## src/rtl/vbsk_pkg.sv

```systemverilog
package vbsk_pkg;

    localparam int ADD_W      = 32;
    localparam int VAR_GROUPS = 9;

    typedef struct packed {
        logic p;
        logic g;
    } pg_t;

    typedef struct packed {
        logic             carry;
        logic [ADD_W-1:0] sum;
    } add_res_t;

    // number of groups: variable profile when blk == 0, else uniform split
    function automatic int group_count(input int blk);
        return (blk == 0) ? VAR_GROUPS : ADD_W / blk;
    endfunction

    // width of group k, counted from the least significant end
    function automatic int group_len(input int blk, input int k);
        if (blk != 0) return blk;
        case (k)
            0:       return 1;
            1:       return 3;
            2:       return 4;
            3:       return 5;
            4:       return 6;
            5:       return 5;
            6:       return 4;
            7:       return 3;
            default: return 1;
        endcase
    endfunction

    // lowest bit index of group k
    function automatic int group_base(input int blk, input int k);
        int acc;
        acc = 0;
        for (int i = 0; i < k; i++) acc += group_len(blk, i);
        return acc;
    endfunction

endpackage

```

## src/rtl/vbsk_bit_cell.sv

```systemverilog
module vbsk_bit_cell
    import vbsk_pkg::*;
(
    input  logic a,
    input  logic b,
    input  logic ci,
    output logic s,
    output logic p,
    output logic co
);
    pg_t pg;

    assign pg.p = a ^ b;
    assign pg.g = a & b;
    assign s    = pg.p ^ ci;
    // mux-style carry: pass when propagating, else both operands agree (= g)
    assign co   = pg.p ? ci : pg.g;
    assign p    = pg.p;
endmodule

```

## src/rtl/vbsk_group.sv

```systemverilog
module vbsk_group #(
    parameter int LEN = 4
) (
    input  logic [LEN-1:0] a,
    input  logic [LEN-1:0] b,
    input  logic           ci,
    output logic [LEN-1:0] s,
    output logic           co,
    output logic           skip
);
    logic [LEN:0]   rc;
    logic [LEN-1:0] pv;

    assign rc[0] = ci;

    for (genvar i = 0; i < LEN; i++) begin : g_bit
        vbsk_bit_cell u_cell (
            .a  (a[i]),
            .b  (b[i]),
            .ci (rc[i]),
            .s  (s[i]),
            .p  (pv[i]),
            .co (rc[i+1])
        );
    end

    // bypass: whole group propagates, so forward the incoming carry
    assign skip = &pv;
    assign co   = skip ? ci : rc[LEN];
endmodule

```

## src/rtl/vbsk_adder.sv

```systemverilog
module vbsk_adder
    import vbsk_pkg::*;
#(
    parameter int SKIP_BLK = 0
) (
    input  logic [ADD_W-1:0]                 a_in,
    input  logic [ADD_W-1:0]                 b_in,
    input  logic                             c_in,
    output logic [ADD_W-1:0]                 sum_o,
    output logic                             c_out,
    output logic [group_count(SKIP_BLK)-1:0] skip_o
);
    localparam int NG = group_count(SKIP_BLK);

    logic [NG:0] gc;
    add_res_t    res;

    assign gc[0] = c_in;

    for (genvar k = 0; k < NG; k++) begin : g_grp
        localparam int LEN  = group_len(SKIP_BLK, k);
        localparam int BASE = group_base(SKIP_BLK, k);

        vbsk_group #(.LEN(LEN)) u_grp (
            .a    (a_in[BASE +: LEN]),
            .b    (b_in[BASE +: LEN]),
            .ci   (gc[k]),
            .s    (res.sum[BASE +: LEN]),
            .co   (gc[k+1]),
            .skip (skip_o[k])
        );
    end

    assign res.carry = gc[NG];
    assign sum_o     = res.sum;
    assign c_out     = res.carry;
endmodule

```

## config.mk

```make
export PLATFORM = sky130hd
export DESIGN_NAME = vbsk_adder
export DESIGN_NICKNAME = d
export VERILOG_FILES = /design/src/rtl/vbsk_pkg.sv /design/src/rtl/vbsk_bit_cell.sv /design/src/rtl/vbsk_group.sv /design/src/rtl/vbsk_adder.sv
export SDC_FILE = /design/constraint.sdc
export NUM_CORES = 1
export LEC_CHECK = 0
export ABC_AREA = 1
export BUFFER_PORTS_ARGS = -buffer_cell sky130_fd_sc_hd__buf_2
export CORE_MARGIN = 2
export CORE_UTILIZATION = 48
export DETAILED_ROUTE_END_ITERATION = 12
export GPL_ROUTABILITY_DRIVEN = 0
export PLACE_DENSITY_LB_ADDON = 0.05
export SYNTH_ARGS = -nofsm -noshare
export SYNTH_HDL_FRONTEND = slang
export SYNTH_SLANG_ARGS = --single-unit
```

## constraint.sdc

```tcl
create_clock -name vclk -period 47.5
set_clock_uncertainty 0.05 [all_clocks]
set_input_delay 4.75 -clock vclk [all_inputs]
set_output_delay 4.75 -clock vclk [all_outputs]
set_load 0.01 [all_outputs]
```

==> results of run 1 <==
-- path summary, 6_finish.rpt --
kind,endpoint,start,slack (ns)
max,sum_o[31],a_in[0],22.96
min,skip_o[0],b_in[0],9.78
-- cell type report --
cell class / count / area [sq um]
well taps: 44 / 55.05
inverters: 3 / 11.26
fillers: 292 / 1234
multi-input cells: 101 / 1267
repair buffers: 107 / 535.5
-- power by group through the flow --
stage	sequential (uW)	clock, uW	combinational (uW)
finish	0	0	23.8
global route	0	0	27.7
CTS	0	0	24.5
detailed placement	0	0	24.3
global placement	0	0	23.6
floorplan	0	0	20.7
-- logic make-up (layout without fill, tap and decap cells) --
kind of cell | after synthesis | count (layout) | share of synthesized area [%]
buffers and inverters | 44 | 110 | 20.11
adder cells (fa/ha/maj) | 64 | 64 | 65.61
AO/OA/AOI/OAI | 3 | 3 | 1.104
AND/OR/NAND/NOR | 34 | 34 | 13.17
-- placed cells by master, fill, tap and decap left out, types with 3 or more instances in the layout --
master | Yosys | routed
ha_1 | 32 | 32
inv_1 | 3 | 3
fa_1 | 32 | 32
nand2_1 | 11 | 11
nand3_1 | 5 | 5
nand3_2 | 5 | 5
buf_2 | 0 | 107
-- stage by stage --
stage          std cells  power, uW  hold slack [ns]  setup slack [ns]
2_1_floorplan        145      20.67            9.644             23.75
3_3_place_gp         255      23.58            9.774             23.10
3_5_place_dp         255      24.34            9.782             22.86
4_1_cts              255      24.55            9.782             22.83
5_1_grt              255      27.67            9.795             22.34
6_report             255      23.81            9.777             22.96
-- synthesized netlist by cell type --
| master | instances | area (sq um) |
|---|---|---|
| nor2_4 | 1 | 11.26 |
| nand2_1 | 11 | 41.29 |
| nand3_1 | 5 | 25.02 |
| o21ai_0 | 2 | 10.01 |
| nor3_4 | 1 | 16.27 |
| nor2_1 | 2 | 7.510 |
| and2_1 | 2 | 12.51 |
| or2_2 | 2 | 12.51 |
| buf_4 | 41 | 307.8 |
| o21bai_1 | 1 | 7.510 |
| ha_1 | 32 | 400.4 |
| nand3_2 | 5 | 50.05 |
| and2_2 | 1 | 7.510 |
| nand2_2 | 2 | 12.51 |
| fa_1 | 32 | 640.6 |
| nand4_1 | 2 | 12.51 |
| inv_1 | 3 | 11.26 |
-- routing by layer --
metal,part of all wire (%),up-vias,track usage [%]
met5,0,-,0
met4,0,0,0
met3,11,0,2.521
met2,54,57,28.42
met1,35,515,16.64
li1,-,543,-
==> results.txt, run 1 <==
status - completed
startpoint types - primary input
# resized after CTS - 0
CTS Hold Bufs - 0
CP most frequent cell - fa_1
Fmax achieved - 0.04074 GHz
initial antenna violation count - 0
Critical Path Stages - 48
die extent in x - 61.49 um
post-synthesis cell type count - 17
leakage power - 0.001023 uW
IO Port Bufs - 107
nets - 342
Max-cap violations - 0
WP data required - 42.70 ns
largest net degree at the start of global routing - 4
first-pass GRT wire length - 4.222 mm
Slew @ Worst Pin - 0.3347 ns
DRC viols - 0
kind of critical path - primary input to primary output
Area Overhead vs Synth - 17.82%
Syn Area/Cell - 10.94 sq um
Sum Neg Setup Slack - 0 ns
Power Density - 12.74 mW/mm^2
GR Overflow Total - 0
layout cells sized above 1 - 56.40%
Detailed Route WL - 2.740 mm
vias - 1115
cells after synthesis - 145
synthesized cell area - 0.001587 sq mm
switching pwr - 13.00 uW
Buf/Inv on CP - 2
WL/cell - 10.75 um
IO Pins - 107
final setup violation count - 0
logic gate share of total power - 100.0%
Arrival @ worst endpoint - 19.74 ns
clock buf count - 0
FP Rows - 20
Syn Nets - 274
period utilization - 51.67%
part of the power in registers - 0%
Worst path top cell family by delay - adder cells
Clk pwr share - 0%
Die H - 61.49 um
Post-Layout Inst Area - 0.001869 sq mm
VDD IR-drop max - 0.005084 mV
Critical Path Max Stage Delay - 0.46 ns
core area - 0.003103 sq mm
worst-path maximum fanout - 2
synth warn - 0
DR iter-0 viols - 22
fin crit period - 24.54 ns
Tightest Hold Check Type - primary input to primary output
switching share of power - 54.58%
Crit. End Element - primary output
Final Hold Fails - 0
placed cell area - 0.001869 sq mm
Seq/Total Area, Yosys - 0%
post-CTS setup buffers - 0
diode count - 0
Final Max Slew Viols - 0
slowest CP cell - fa_1
Reg area - 0 sq um
hpwl dp - 2.755 mm
Initial Util - 51.13%
vias in the first global route - 1079
FFs & Latches - 0
Core Util, Final - 60.24%
DRT Pass-1 Iters - 2
vias per inst - 4.373
Antenna Violating Nets Remaining - 0
internal power - 10.81 uW
die area - 0.003781 sq mm
hold depth - 3
Slew headroom - 77.45%
RSZ-0062 raised after global routing - no
GRT Total Usage - 14.24%
No activity file was read; power rests on OpenSTA's default activity.
==> run 2: changes to the inputs <==
--- a/config.mk
+++ b/config.mk
@@ -8,7 +8,7 @@
 export ABC_AREA = 1
 export BUFFER_PORTS_ARGS = -buffer_cell sky130_fd_sc_hd__buf_2
 export CORE_MARGIN = 2
-export CORE_UTILIZATION = 48
+export CORE_UTILIZATION = 40
 export DETAILED_ROUTE_END_ITERATION = 12
 export GPL_ROUTABILITY_DRIVEN = 0
 export PLACE_DENSITY_LB_ADDON = 0.05
==> constraint.sdc (replaced) <==
create_clock -name vclk -period 19.8
set_clock_uncertainty 0.05 [all_clocks]
set_input_delay 1.98 -clock vclk [all_inputs]
set_output_delay 1.98 -clock vclk [all_outputs]
set_load 0.01 [all_outputs]
==> results.txt, run 2 (synthesized netlist as in run 1, its figures left out) <==
status - completed
Hold EP - skip_o[0]
die area - 0.004486 sq mm
pre-CTS WS - 0.7188 ns
Fmax achieved - 0.05259 GHz
commonest non-fill, non-tap cells in the layout - buf_2 (107), fa_1 (32), ha_1 (32), nand2_1 (11)
period utilization - 96.04%
RSZ-0062 raised after global routing - no
Area Overhead vs Synth - 18.14%
DRC viols - 0
Die H - 66.98 um
Final Hold Fails - 0
vias per inst - 4.347
Worst path top cell family by delay - adder cells
global-route met1 utilization - 16.19%
die extent in x - 66.98 um
VDD IR-drop max - 0.01118 mV
kind of critical path - primary input to primary output
diode count - 0
hpwl dp - 2.869 mm
fin crit period - 19.02 ns
layout cells sized above 1 - 56.40%
CTS Hold Bufs - 0
DR iter-0 viols - 11
vias in the first global route - 1213
worst-path maximum fanout - 2
Reg area - 0 sq um
slowest CP cell - fa_1
# resized after CTS - 0
Power Density - 30.57 mW/mm^2
first-pass GRT wire length - 4.899 mm
final worst slack - 0.7847 ns
Slew @ Worst Pin - 0.3089 ns
Critical Path Max Stage Delay - 0.47 ns
Final Max Slew Viols - 0
IO Pins - 107
vias - 1126
Antenna Violating Nets Remaining - 0
largest net degree at the start of global routing - 4
met3 GRT Util - 1.689%
CP most frequent cell - fa_1
nets - 342
GR met2 Demand/Resource - 27.38%
GR Overflow Total - 0
Core Util, Final - 50.07%
Placed Cells - 259
FFs & Latches - 0
Max-cap violations - 0
GRT Total Usage - 13.64%
most common cell after layout, fill and taps aside - buf_2
core area - 0.003744 sq mm
Fillers - 375
Buf/Inv on CP - 2
Detailed Route WL - 2.874 mm
post-CTS setup buffers - 0
WP data required - 17.77 ns
Hold Startpoint - b_in[0]
Post-Layout Cell Count - 259
Slew headroom - 79.19%
initial antenna violation count - 0
Tightest Hold Check Type - primary input to primary output
clock buf count - 0
Arrival @ worst endpoint - 16.99 ns
GR peak layer - met2
final setup violation count - 0
hold depth - 3
Crit. End Element - primary output
IO Port Bufs - 107
Sum Neg Setup Slack - 0 ns
leakage power - 0.001023 uW
area of the multi-input gates - 0.001267 sq mm
Initial Util - 42.38%
startpoint types - primary input
DRT Pass-1 Iters - 4
FP Rows - 22
WL/cell - 11.10 um
-- run 2: cell counts in the layout (fill, tap and decap cells not counted) --
Identical to the previous run, type by type.
-- run 2: per-stage QoR --
stage                     instance area [sq um]  power (uW)  hold slack (ns)
after global placement                     1874       56.91            4.236
final                                      1874       57.29            4.240
after floorplan                            1587       49.58            4.104
after global routing                       1874       67.02            4.254
after CTS                                  1874       59.12            4.244
after detailed placement                   1874       58.68            4.242
-- run 2: cell type report --
| type | instances | share of cell area, % |
|---|---|---|
| multi-input combinational | 101 | 67.62 |
| inverter | 3 | 0.6008 |
| timing repair buffer | 107 | 28.57 |
| tap | 48 | 3.204 |
-- run 2: worst max-delay path by stage --
stage | to | cells after the start | start
6_report | sum_o[31] | 48 | a_in[0]
5_1_grt | sum_o[31] | 48 | a_in[0]
4_1_cts | sum_o[31] | 48 | a_in[0]
3_5_place_dp | sum_o[31] | 48 | a_in[0]
3_3_place_gp | sum_o[31] | 48 | a_in[0]
2_1_floorplan | sum_o[31] | 47 | a_in[0]
-- run 2: per-layer routing --
metal | wire length, um | share of wire, %
met5 | 0 | 0
met1 | 1030 | 36
met2 | 1547 | 54
met3 | 296 | 10
met4 | 0 | 0
-- run 2: power by group --
part	leakage (uW)	internal [uW]	total, uW	switching (uW)
Sequential	0	0	0	0
Combinational	0.00102	26.0	57.3	31.3
Clock	0	0	0	0
Total	0.00102	26.0	57.3	31.3
